--- config.mk ---
export PLATFORM = sky130hd
export DESIGN_NAME = sd_adc_reader
export DESIGN_NICKNAME = d
export VERILOG_FILES = /design/src/rtl/sdr_pkg.sv /design/src/rtl/sdr_sync.sv /design/src/rtl/sdr_shift_engine.sv /design/src/rtl/sdr_watchdog.sv /design/src/rtl/sd_adc_reader.sv
export SDC_FILE = /design/constraint.sdc
export NUM_CORES = 1
export LEC_CHECK = 0
export BUFFER_PORTS_ARGS = -buffer_cell sky130_fd_sc_hd__buf_2
export CORE_MARGIN = 5
export CORE_UTILIZATION = 60
export DETAILED_ROUTE_END_ITERATION = 8
export GPL_TIMING_DRIVEN = 0
export PLACE_DENSITY_LB_ADDON = 0.12
export SLEW_MARGIN = 20
export SYNTH_ARGS = -nofsm -noshare
export SYNTH_HDL_FRONTEND = slang
export SYNTH_SLANG_ARGS = --single-unit
--- constraint.sdc ---
create_clock -name clk -period 2.3 [get_ports clk]
set_input_delay 0.46 -clock clk [delete_from_list [all_inputs] [get_ports clk]]
set_output_delay 0.46 -clock clk [all_outputs]
set_load 0.02 [all_outputs]
--- src/rtl/sdr_pkg.sv ---
package sdr_pkg;

   typedef enum logic [1:0] {
      CT_OFF,
      CT_WAIT,
      CT_READ,
      CT_RELEASE
   } ctl_state_t;

   typedef enum logic [1:0] {
      SH_IDLE,
      SH_LOW,
      SH_HIGH
   } sh_state_t;

endpackage

--- src/rtl/sdr_sync.sv ---
module sdr_sync #(
   parameter int unsigned STAGES    = 2,
   parameter logic        RESET_VAL = 1'b1
) (
   input  logic clk,
   input  logic rst_n,
   input  logic d,
   output logic q
);

   logic [STAGES-1:0] chain;

   if (STAGES < 1) begin : g_bad_stages
      $error("sdr_sync: STAGES must be at least 1");
   end

   if (STAGES == 1) begin : g_single
      always_ff @(posedge clk or negedge rst_n) begin
         if (!rst_n) chain <= RESET_VAL;
         else        chain <= d;
      end
   end else begin : g_multi
      always_ff @(posedge clk or negedge rst_n) begin
         if (!rst_n) chain <= {STAGES{RESET_VAL}};
         else        chain <= {chain[STAGES-2:0], d};
      end
   end

   assign q = chain[STAGES-1];

endmodule

--- src/rtl/sdr_shift_engine.sv ---
module sdr_shift_engine
   import sdr_pkg::*;
#(
   parameter int unsigned WORD_W   = 24,
   parameter int unsigned HALF_DIV = 5
) (
   input  logic              clk,
   input  logic              rst_n,
   input  logic              abort,
   input  logic              start,
   input  logic              din,
   output logic              sclk,
   output logic              done,
   output logic [WORD_W-1:0] word
);

   localparam int unsigned PH_W  = $clog2(HALF_DIV + 1);
   localparam int unsigned BIT_W = $clog2(WORD_W + 1);

   if (HALF_DIV < 2) begin : g_bad_half
      $error("sdr_shift_engine: HALF_DIV must be at least 2");
   end

   sh_state_t         st;
   logic [PH_W-1:0]   ph;
   logic [BIT_W-1:0]  nbits;
   logic [WORD_W-1:0] shreg;
   logic              ph_end;

   assign ph_end = (ph == PH_W'(HALF_DIV - 1));

   always_ff @(posedge clk or negedge rst_n) begin
      if (!rst_n) begin
         st    <= SH_IDLE;
         ph    <= '0;
         nbits <= '0;
         shreg <= '0;
         done  <= 1'b0;
         sclk  <= 1'b1;
      end else begin
         done <= 1'b0;
         if (abort) begin
            st    <= SH_IDLE;
            ph    <= '0;
            nbits <= '0;
            sclk  <= 1'b1;
         end else begin
            case (st)
               SH_IDLE: begin
                  if (start) begin
                     st    <= SH_LOW;
                     sclk  <= 1'b0;
                     ph    <= '0;
                     nbits <= '0;
                  end
               end
               SH_LOW: begin
                  if (ph_end) begin
                     shreg <= {shreg[WORD_W-2:0], din};
                     st    <= SH_HIGH;
                     sclk  <= 1'b1;
                     ph    <= '0;
                  end else begin
                     ph <= ph + 1'b1;
                  end
               end
               SH_HIGH: begin
                  if (ph_end) begin
                     ph <= '0;
                     if (nbits == BIT_W'(WORD_W - 1)) begin
                        st    <= SH_IDLE;
                        nbits <= '0;
                        done  <= 1'b1;
                     end else begin
                        nbits <= nbits + 1'b1;
                        st    <= SH_LOW;
                        sclk  <= 1'b0;
                     end
                  end else begin
                     ph <= ph + 1'b1;
                  end
               end
               default: st <= SH_IDLE;
            endcase
         end
      end
   end

   assign word = shreg;

   // Checker state: length of the current sclk level, saturating.
   logic            sclk_prev;
   logic [PH_W-1:0] hold;

   always_ff @(posedge clk or negedge rst_n) begin
      if (!rst_n) begin
         sclk_prev <= 1'b1;
         hold      <= '0;
      end else begin
         sclk_prev <= sclk;
         if (sclk != sclk_prev)            hold <= '0;
         else if (hold != PH_W'(HALF_DIV)) hold <= hold + 1'b1;
      end
   end

   // a level of sclk lasts at least HALF_DIV cycles before changing
   p_phase_min_r4: assert property (@(posedge clk) disable iff (!rst_n)
      ((sclk != sclk_prev) && !$past(abort)) |-> (hold >= PH_W'(HALF_DIV - 1)));

   // the bit counter never reaches the word width
   p_bits_bounded_r3: assert property (@(posedge clk) disable iff (!rst_n)
      nbits < BIT_W'(WORD_W));

endmodule

--- src/rtl/sdr_watchdog.sv ---
module sdr_watchdog #(
   parameter int unsigned LIMIT = 1000
) (
   input  logic clk,
   input  logic rst_n,
   input  logic arm,
   output logic expired
);

   localparam int unsigned CNT_W = $clog2(LIMIT + 1);

   if (LIMIT < 2) begin : g_bad_limit
      $error("sdr_watchdog: LIMIT must be at least 2");
   end

   logic [CNT_W-1:0] cnt;

   always_ff @(posedge clk or negedge rst_n) begin
      if (!rst_n) begin
         cnt     <= '0;
         expired <= 1'b0;
      end else if (!arm) begin
         cnt     <= '0;
         expired <= 1'b0;
      end else if (cnt == CNT_W'(LIMIT - 1)) begin
         expired <= 1'b1;
      end else begin
         cnt <= cnt + 1'b1;
      end
   end

   // disarming always clears the flag on the next cycle
   p_clear_on_disarm_r9: assert property (@(posedge clk) disable iff (!rst_n)
      !arm |=> !expired);

endmodule

--- src/rtl/sd_adc_reader.sv ---
module sd_adc_reader
   import sdr_pkg::*;
#(
   parameter int unsigned WORD_W       = 24,
   parameter int unsigned CLK_HZ       = 50_000_000,
   parameter int unsigned MIN_PHASE_NS = 100,
   parameter int unsigned UPDATE_US    = 50_540,
   parameter int unsigned SYNC_STAGES  = 2,
   parameter int unsigned DISCARD      = 1,
   parameter int unsigned HALF_DIV     =
      int'((64'(CLK_HZ) * 64'(MIN_PHASE_NS) + 64'd999_999_999) / 64'd1_000_000_000),
   parameter int unsigned TIMEOUT_CYC  =
      int'((64'(CLK_HZ) * 64'(UPDATE_US) * 64'd3) / 64'd2_000_000)
) (
   input  logic                     clk,
   input  logic                     rst_n,
   input  logic                     en,
   input  logic                     rdy_dout,
   output logic                     cs_n,
   output logic                     sclk,
   output logic signed [WORD_W-1:0] sample,
   output logic                     sample_vld,
   output logic                     timeout
);

   localparam int unsigned DC_W = $clog2(DISCARD + 2);

   if (WORD_W < 2) begin : g_bad_width
      $error("sd_adc_reader: WORD_W must be at least 2");
   end
   if (SYNC_STAGES < 1) begin : g_bad_sync
      $error("sd_adc_reader: SYNC_STAGES must be at least 1");
   end
   if (HALF_DIV < SYNC_STAGES + 1) begin : g_bad_div
      $error("sd_adc_reader: HALF_DIV too short for the synchronizer delay");
   end

   ctl_state_t        st;
   logic              line_s;
   logic              eng_start;
   logic              eng_done;
   logic [WORD_W-1:0] eng_word;
   logic              drop_now;
   logic              frame_end;

   sdr_sync #(.STAGES(SYNC_STAGES), .RESET_VAL(1'b1)) u_sync (
      .clk   (clk),
      .rst_n (rst_n),
      .d     (rdy_dout),
      .q     (line_s)
   );

   assign eng_start = en && (st == CT_WAIT) && !line_s;
   assign frame_end = (st == CT_RELEASE) && line_s;

   sdr_shift_engine #(.WORD_W(WORD_W), .HALF_DIV(HALF_DIV)) u_engine (
      .clk   (clk),
      .rst_n (rst_n),
      .abort (!en),
      .start (eng_start),
      .din   (line_s),
      .sclk  (sclk),
      .done  (eng_done),
      .word  (eng_word)
   );

   sdr_watchdog #(.LIMIT(TIMEOUT_CYC)) u_wdog (
      .clk     (clk),
      .rst_n   (rst_n),
      .arm     (en && (st == CT_WAIT)),
      .expired (timeout)
   );

   if (DISCARD == 0) begin : g_no_discard
      assign drop_now = 1'b0;
   end else begin : g_discard
      logic [DC_W-1:0] dcnt;
      always_ff @(posedge clk or negedge rst_n) begin
         if (!rst_n)                     dcnt <= DC_W'(DISCARD);
         else if (st == CT_OFF)          dcnt <= DC_W'(DISCARD);
         else if (frame_end && dcnt != 0) dcnt <= dcnt - 1'b1;
      end
      assign drop_now = (dcnt != 0);
   end

   always_ff @(posedge clk or negedge rst_n) begin
      if (!rst_n) begin
         st         <= CT_OFF;
         cs_n       <= 1'b1;
         sample     <= '0;
         sample_vld <= 1'b0;
      end else begin
         sample_vld <= 1'b0;
         if (!en) begin
            st   <= CT_OFF;
            cs_n <= 1'b1;
         end else begin
            case (st)
               CT_OFF: begin
                  cs_n <= 1'b0;
                  st   <= CT_WAIT;
               end
               CT_WAIT: begin
                  if (!line_s) st <= CT_READ;
               end
               CT_READ: begin
                  if (eng_done) st <= CT_RELEASE;
               end
               CT_RELEASE: begin
                  if (line_s) begin
                     st <= CT_WAIT;
                     if (!drop_now) begin
                        sample_vld <= 1'b1;
                        sample     <= $signed({~eng_word[WORD_W-1], eng_word[WORD_W-2:0]});
                     end
                  end
               end
               default: st <= CT_OFF;
            endcase
         end
      end
   end

   // the converter is never clocked while deselected
   p_idle_clock_r3: assert property (@(posedge clk) disable iff (!rst_n)
      cs_n |-> sclk);

   // the strobe lasts one cycle
   p_vld_single_r8: assert property (@(posedge clk) disable iff (!rst_n)
      sample_vld |=> !sample_vld);

   // the result register moves only together with the strobe
   p_sample_hold_r8: assert property (@(posedge clk) disable iff (!rst_n)
      !$stable(sample) |-> sample_vld);

   // results are reported only while the converter is selected
   p_vld_selected_r7: assert property (@(posedge clk) disable iff (!rst_n)
      sample_vld |-> !cs_n);

   // the timeout flag is raised only while selected
   p_timeout_selected_r9: assert property (@(posedge clk) disable iff (!rst_n)
      timeout |-> !cs_n);

endmodule

======== Word level (Yosys, flattened, before mapping) ========
Index checks and enable logic that the tools add are counted.
Widths: inputs -> output; s select.
word-level totals
  flip-flop bits (word level) ............. 91
  input bits .............................. 4
cells by class
  equal/unequal tests ..................... 21
  bitwise logic cells ..................... 2
  multiplexer cells ....................... 42
  add/subtract/negate cells ............... 4
  reduce and logical (&&, ||, !) cells .... 17
operators with widths
  operator               number
  $mux 22                2
  $add 22x1->22 const B  1
  $eq 22x22->1 const B   1
  $mux 2                 10
  $mux 5                 4
  $mux 1                 18
  $ne 3x2->1 const B     5
  $reduce_and 3->1       4
  $pmux 5 s2             1
  $mux 3                 3
  $ne 3x3->1 const B     3
  $pmux 2 s4             1
  $eq 2x2->1 const B     3
  $pmux 2 s3             1
  $pmux 3 s2             1
  $add 5x1->5 const B    1
  $eq 5x5->1 const B     1
  $reduce_and 5->1       1
  $eq 2x1->1 const B     2
  $logic_and 1x1->1      4
  $logic_not 2->1        2
  $ne 2x2->1 const B     2
  $ne 4x1->1 const B     1
  $reduce_and 4->1       1
  11 further kinds       13

======== Logic depth before layout (Yosys ltp) ========
Gate-level depths: netlist of the first run.
  word-level depth ........................ 6
  depth in mapped cells ................... 7
  mapped depth without buffers ............ 6

======== Cells and area by module ========
Synthesis of the first run repeated with hierarchy kept, for this count alone.
unflattened totals
  cell total of the unflattened synthesis .. 349
  area total of the unflattened synthesis .. 4430.5 um^2
by module, submodules not included
  module            seq. area each (um^2)  area each (um^2)  cells each  times used
  sdr_shift_engine  902.1                  1765.4            128         1
  sd_adc_reader     753.2                  1335.0            88          1
  sdr_watchdog      575.6                  1277.5            131         1
  sdr_sync          52.6                   52.6              2           1

======== Worst setup path after synthesis of the first run ========
OpenSTA, ideal clock, no wires.
  path kind ............................... reg2reg
  start ................................... register u_engine.ph[0]
  end ..................................... register u_engine.shreg[0], in the netlist u_engine.word[0]
  period minus slack after synthesis ...... 1706 ps
  arrival time ............................ 1581 ps
  cell stages (with the launch flop) ...... 6
  setup slack ............................. 594 ps
  cell sequence ........................... dfrtp_1 -> inv_1 -> ha_1 -> nand4_1 -> clkbuf_1 -> mux2_2
on the way
  longest elaborated chain between the ends .. 2
RTL lines
  item                               line                    RTL
  from (decl)                        sdr_shift_engine.sv:25  logic [PH_W-1:0] ph;
  from (signal assigned)             sdr_shift_engine.sv:64  ph <= ph + 1'b1;
  from (signal assigned)             sdr_shift_engine.sv:80  ph <= ph + 1'b1;
  $eq 3x3->1                         sdr_shift_engine.sv:30  assign ph_end = (ph == PH_W'(HALF_DIV - 1));
  $reduce_and 3->1 (no source line)  -
  to (signal assigned)               sdr_shift_engine.sv:59  shreg <= {shreg[WORD_W-2:0], din};
  to (decl)                          sdr_shift_engine.sv:27  logic [WORD_W-1:0] shreg;
No other way between the ends.
A chain may end at the register's enable or synchronous reset.

======== Final worst setup path of the first run ========
  start ................................... register u_engine.ph[0]
  end ..................................... register u_engine.shreg[23], in the netlist u_engine.word[23]
The elaborated chain is that of the path after synthesis.

==> impl_metrics.env, run 1 <==
export IMPL_ys_warn_count=0
export IMPL_drtAntennaViolNets=0
export IMPL_crit_fanout=10
export IMPL_synth_seq_area_share=0.541
export IMPL_grt_pass1_wl_um=13100
export IMPL_period_needed_ns=1.99
export IMPL_mostFrequentLayoutCells="nand2_1, dfrtp_1, buf_2, mux2_2, inv_1"
export IMPL_clockBufferDepth=2
export IMPL_first_global_vias=2903
export IMPL_cts_resized=0
export IMPL_drc_errors=0
export IMPL_cts_made_buffers=9
export IMPL_grt_max_degree=50
export IMPL_switching_power_w=0.00107
export IMPL_ioPinCount=32
export IMPL_grt_overflow_total=0
export IMPL_wl_met1_um=3380
export IMPL_worst_setup_path_end_kind="register"
export IMPL_numPortBuffers=30
export IMPL_fin_cells=544
export IMPL_nNetsFinal=463
export IMPL_max_cap_violations=0
export IMPL_rsz0062_at_grt="no"
export IMPL_swShare=0.303
export IMPL_startpoint_type="register"
export IMPL_slew_viol_final=0
export IMPL_die_h_um=93.9
export IMPL_drt_first_pass_iters=4
export IMPL_cp_top_family="buffers and inverters"
export IMPL_slowest_delay_ns=0.48
export IMPL_hp_class="input pin to asynchronous set/reset pin"
export IMPL_syn_num_nets=421
export IMPL_vdd_drop_max_uv=520
export IMPL_internal_power_w=0.00246
export IMPL_path_cells="inv_1 > ha_1 > nand4_1 > clkbuf_1 > mux2_2"
export IMPL_antenna_found_initial=0
export IMPL_die_w_um=93.9
export IMPL_initial_core_util=0.618
export IMPL_dp_cells=528
export IMPL_synthFlopType="dfrtp_1"
export IMPL_drt_iter0_drc=91
export IMPL_rr_worst_depth=5
export IMPL_p_per_area_nw_per_um2=748
export IMPL_syn_inst=401
export IMPL_yosysUniqueCellTypes=50
export IMPL_final_period_utilization=0.864
export IMPL_crit_slowest_cell="clkbuf_1"
export IMPL_regArea_sq_um=2280
export IMPL_outcome="finished clean"
export IMPL_track_usage=0.188
export IMPL_syn2layout_area_growth_pct=12.0
export IMPL_cellLeakagePower_nw=2.34
export IMPL_clkPwrFrac=0.322
export IMPL_relSlewSlack=0.598
export IMPL_dp_hpwl_um=5260
export IMPL_antenna_cells=0
export IMPL_path_class="register to register"
export IMPL_clock_sinks=91
export IMPL_power_frac_seq=0.496
export IMPL_combPwrFrac=0.182
export IMPL_crit_buf_inv=2
export IMPL_nFillCells=539
export IMPL_cp_depth=5
export IMPL_clockRootBuffer="clkbuf_8"
export IMPL_skew_ns=0.0101
export IMPL_wl_met3_um=255
export IMPL_synth_seq_cells=91
export IMPL_multi_input_area_sq_um=1790
export IMPL_htreeDepth=3
export IMPL_hold_viol=0
export IMPL_synth_enable_flop_cells=0
export IMPL_ys_async_sr_fraction=1.00
export IMPL_wl_met2_um=3660
export IMPL_top_layer="met4"
export IMPL_core_area_sq_um=6830
export IMPL_vias_per_cell=5.46
export IMPL_worstSkewPairLatency_ns=0.36
export IMPL_critPathRequiredTime_ns=2.54
export IMPL_timing_fmax_mhz=503
export IMPL_setup_viol=0
export IMPL_wire_per_inst_um=13.7
export IMPL_ctsHoldBuffers=0
export IMPL_rows=30
export IMPL_cts_tree="built"
export IMPL_route_vias_total=2969
export IMPL_postCtsSetupBuffers=0
export IMPL_arrival_ns=2.23
export IMPL_totalWireLength_um=7440
export IMPL_clk_pin_slew_worst_paths_ns=0.10
export IMPL_gp_congestion=0.864
export IMPL_tightest_slew_ns=0.603
export IMPL_layout_drive_gt1_share=0.192
export IMPL_syn_mean_instance_area_sq_um=10.5
export IMPL_syn_area_sq_um=4220
export IMPL_utilization=0.691
export IMPL_die_area_sq_um=8810
[through the flow]
| step | setup TNS [ns] | worst slack [ns] | cell area [sq um] | total power, W | hold slack (ns) |
|---|---|---|---|---|---|
| floorplan | 0 | 0.594 | 4220 | 0.00225 | 0.164 |
| global placement | -4.24 | -0.0563 | 4490 | 0.00240 | 0.346 |
| detailed placement | 0 | 0.296 | 4510 | 0.00244 | 0.347 |
| CTS | 0 | 0.298 | 4720 | 0.00359 | 0.115 |
| global route | 0 | 0.186 | 4720 | 0.00375 | 0.151 |
| finish | 0 | 0.314 | 4720 | 0.00353 | 0.105 |
[path summary, 6_finish.rpt]
kind	slack (ns)	start	endpoint
worst max register to register	0.31	u_engine.ph[0]	u_engine.word[23]
min in group clk	0.20	rdy_dout	u_sync.chain[0]
worst max-delay path	0.31	u_engine.ph[0]	u_engine.word[23]
worst min register to register	0.36	u_sync.chain[0]	u_sync.chain[1]
worst min-delay path	0.11	rst_n	u_wdog.cnt[19]
max in group asynchronous	1.49	rst_n	cs_n
[cell families (layout without fill, tap and decap cells)]
kind of cell / count (synthesis) / in the layout / share of synthesized area
AO/OA/AOI/OAI: 45 / 45 / 0.0727
XOR/XNOR: 11 / 11 / 0.0228
adder cells (fa/ha/maj): 16 / 16 / 0.0474
buffers and inverters: 36 / 83 / 0.0353
flip-flops: 91 / 91 / 0.541
multiplexers: 32 / 32 / 0.0833
AND/OR/NAND/NOR: 170 / 170 / 0.197
[metal layers]
layer  vias up  track usage
met4         0       0.0758
li1       1481            -
met2        54        0.305
met3        14       0.0329
met1      1420        0.251
met5         -            0
[cell type report]
class,instances,area share
well taps,96,0.0254
multi-input cells,274,0.378
repair buffers,31,0.0366
clock buffers,9,0.0262
clock inverters,7,0.0185
flip-flops and latches,91,0.483
plain buffers,19,0.0180
inverters,17,0.0135
[sequential cells by signal, indices dropped and copies added, names as in the netlist, 2 cells and up]
signal and flops:
u_engine.nbits 5, st 2, sample 24, u_engine.st 2, u_sync.chain 2, u_wdog.cnt 22
u_engine.ph 3, u_engine.word 24, g_discard.dcnt 2
[cells in the mapped netlist, drive strengths merged (4+ instances only)]
master / n / area [sq um]
dfstp: 5 / 131
o31ai: 8 / 60.1
mux2: 25 / 282
inv: 17 / 63.8
xor2: 8 / 70.1
mux2i: 7 / 70.1
nand4: 14 / 103
o21ai: 7 / 35.0
buf: 5 / 32.5
nor3: 5 / 25.0
and4: 4 / 35.0
or4: 8 / 60.1
nand2: 86 / 323
a21oi: 12 / 60.1
nand3: 16 / 80.1
and3: 5 / 31.3
nand2b: 5 / 31.3
ha: 16 / 200
clkbuf: 14 / 52.6
nor2: 15 / 56.3
dfrtp: 86 / 2150
[power by group through the flow]
| stage | logic, W | clock network, W | registers (W) |
|---|---|---|---|
| 6_report | 0.000644 | 0.00114 | 0.00175 |
| 5_1_grt | 0.000741 | 0.00124 | 0.00176 |
| 4_1_cts | 0.000655 | 0.00118 | 0.00175 |
| 3_5_place_dp | 0.000653 | 0 | 0.00178 |
| 3_3_place_gp | 0.000626 | 0 | 0.00178 |
| 2_1_floorplan | 0.000470 | 0 | 0.00178 |
Note: power is estimated with default switching activity, not from simulation.
==> inputs of run 2 (changes only) <==
--- a/config.mk
+++ b/config.mk
@@ -6,8 +6,10 @@
 export NUM_CORES = 1
 export LEC_CHECK = 0
 export BUFFER_PORTS_ARGS = -buffer_cell sky130_fd_sc_hd__buf_2
+export CELL_PAD_IN_SITES_DETAIL_PLACEMENT = 1
+export CELL_PAD_IN_SITES_GLOBAL_PLACEMENT = 2
 export CORE_MARGIN = 5
-export CORE_UTILIZATION = 60
+export CORE_UTILIZATION = 39
 export DETAILED_ROUTE_END_ITERATION = 8
 export GPL_TIMING_DRIVEN = 0
 export PLACE_DENSITY_LB_ADDON = 0.12
==> run 2 against run 1 <==
Against the previous run:
- worst hold slack improved by 0.077 ns
- critical path depth did not move
- wire length rose by 21%
- die area rose by 48%
- power fell by 2.7%
- worst setup slack got worse by 0.057 ns
- non-clock buffer count rose by 1
- sequential power barely moved
- final area rose by 0.90%
- clock skew fell by 0.0016 ns
- critical path type unchanged
- critical endpoint is now u_engine.word[22]
- largest power group unchanged
==> impl_metrics.env, run 2 (same netlist as run 1, synthesis figures left out) <==
export IMPL_timing_fmax_mhz=489
export IMPL_cts_made_buffers=9
export IMPL_drt_first_pass_iters=4
export IMPL_vdd_drop_max_uv=368
export IMPL_switching_power_w=0.00110
export IMPL_crit_slowest_cell="clkbuf_1"
export IMPL_track_usage=0.151
export IMPL_syn2layout_area_growth_pct=13.0
export IMPL_clock_sinks=91
export IMPL_drc_errors=0
export IMPL_max_cap_violations=0
export IMPL_relSlewSlack=0.633
export IMPL_crit_fanout=10
export IMPL_internal_power_w=0.00234
export IMPL_clockBufferDepth=2
export IMPL_mostFrequentLayoutCells="nand2_1, dfrtp_1, buf_2, mux2_2, inv_1"
export IMPL_cts_tree="built"
export IMPL_worst_setup_path_end_kind="register"
export IMPL_nNetsFinal=464
export IMPL_die_w_um=114
export IMPL_setup_viol=0
export IMPL_worstSkewPairLatency_ns=0.37
export IMPL_power_frac_seq=0.509
export IMPL_antenna_cells=0
export IMPL_drtAntennaViolNets=0
export IMPL_grt_pass1_wl_um=15800
export IMPL_clkPwrFrac=0.293
export IMPL_cellLeakagePower_nw=2.33
export IMPL_route_vias_total=3038
export IMPL_tightest_slew_ns=0.551
export IMPL_antenna_found_initial=0
export IMPL_rows=38
export IMPL_path_class="register to register"
export IMPL_drt_iter0_drc=101
export IMPL_hold_viol=0
export IMPL_slew_viol_final=0
export IMPL_wire_per_inst_um=15.2
export IMPL_arrival_ns=2.30
export IMPL_swShare=0.319
export IMPL_startpoint_type="register"
export IMPL_critPathRequiredTime_ns=2.55
export IMPL_period_needed_ns=2.04
export IMPL_outcome="finished clean"
export IMPL_numPortBuffers=30
export IMPL_hp_class="input pin to register"
export IMPL_combPwrFrac=0.198
export IMPL_path_cells="inv_1 > ha_1 > nand4_1 > clkbuf_1 > mux2_2"
export IMPL_dp_hpwl_um=6300
export IMPL_die_area_sq_um=13000
export IMPL_vias_per_cell=5.16
export IMPL_grt_overflow_total=0
export IMPL_htreeDepth=3
export IMPL_core_area_sq_um=10700
export IMPL_multi_input_area_sq_um=1790
export IMPL_rsz0062_at_grt="no"
export IMPL_fin_cells=589
export IMPL_design_area_sq_um=4770
export IMPL_clk_pin_slew_worst_paths_ns=0.09
export IMPL_skew_ns=0.00846
export IMPL_dp_cells=572
export IMPL_nFillCells=1205
export IMPL_p_per_area_nw_per_um2=722
export IMPL_initial_core_util=0.394
export IMPL_place_area_sq_um=4580
export IMPL_grt_max_degree=57
export IMPL_regArea_sq_um=2280
export IMPL_die_h_um=114
export IMPL_totalWireLength_um=8980
export IMPL_ioPinCount=32
export IMPL_slowest_delay_ns=0.48
export IMPL_gp_congestion=0.756
export IMPL_first_global_vias=3237
export IMPL_layout_drive_gt1_share=0.189
export IMPL_final_period_utilization=0.888
export IMPL_clockRootBuffer="clkbuf_8"
[run 2: repair_timing]
| action | 4_1_cts | 5_1_grt |
|---|---|---|
| endpoints found under the hold margin | 31 | 0 |
| setup endpoints to repair | 0 | 1 |
| setup buffers | 0 | 0 |
| hold buffers | 1 | 0 |
| resized for setup | 0 | 1 |
[run 2: per-stage QoR]
| step | setup TNS (ns) | hold slack (ns) | setup WS (ns) | power, W | util |
|---|---|---|---|---|---|
| detailed placement | 0 | 0.351 | 0.203 | 0.00248 | 0.428 |
| finish | 0 | 0.183 | 0.257 | 0.00344 | 0.445 |
| CTS | 0 | 0.155 | 0.195 | 0.00352 | 0.445 |
| floorplan | 0 | 0.164 | 0.594 | 0.00225 | - |
| global route | 0 | 0.160 | 0.106 | 0.00367 | 0.445 |
| global placement | -17.06 | 0.349 | -0.205 | 0.00244 | 0.425 |
[run 2: cell type report]
| type | count | share of cell area |
|---|---|---|
| Buffer | 19 | 0.0179 |
| Clock buffer | 10 | 0.0268 |
| Clock inverter | 6 | 0.0105 |
| Inverter | 17 | 0.0134 |
| Multi-Input combinational cell | 274 | 0.375 |
| Sequential cell | 91 | 0.479 |
| Tap cell | 140 | 0.0368 |
| Timing Repair Buffer | 32 | 0.0407 |
[run 2: final timing paths]
path	from	to	slack, ns	cells after the start
max	u_engine.ph[0]	u_engine.word[22]	0.26	5
min	rdy_dout	u_sync.chain[0]	0.18	1
max reg2reg	u_engine.ph[0]	u_engine.word[22]	0.26	5
min reg2reg	u_sync.chain[0]	u_sync.chain[1]	0.36	0
max in group asynchronous	rst_n	g_discard.dcnt[0]	1.11	3
min in group asynchronous	rst_n	u_wdog.cnt[19]	0.55	2
[run 2: routing by layer]
layer	global-route usage	routed length, um	vias to the layer above
li1	-	-	1474
met2	0.247	4350	27
met4	0.0721	156	0
met5	0	0	-
met1	0.199	4270	1524
met3	0.0218	202	13
[run 2: worst max-delay path: cells and delay by family, from the launching register on]
| family | cells | cell delay (ns) |
|---|---|---|
| buf+inv | 2 | 0.54 |
| flops | 1 | 0.40 |
| mux | 1 | 0.40 |
| simple gates | 1 | 0.31 |
| fa+ha+maj | 1 | 0.28 |
[run 2: power groups by stage]
stage / Clock (W) / Combinational (W) / Sequential (W)
6_report: 0.00101 / 0.000682 / 0.00175
5_1_grt: 0.00113 / 0.000778 / 0.00176
4_1_cts: 0.00107 / 0.000699 / 0.00175
3_5_place_dp: 0 / 0.000695 / 0.00178
3_3_place_gp: 0 / 0.000662 / 0.00178
2_1_floorplan: 0 / 0.000470 / 0.00178
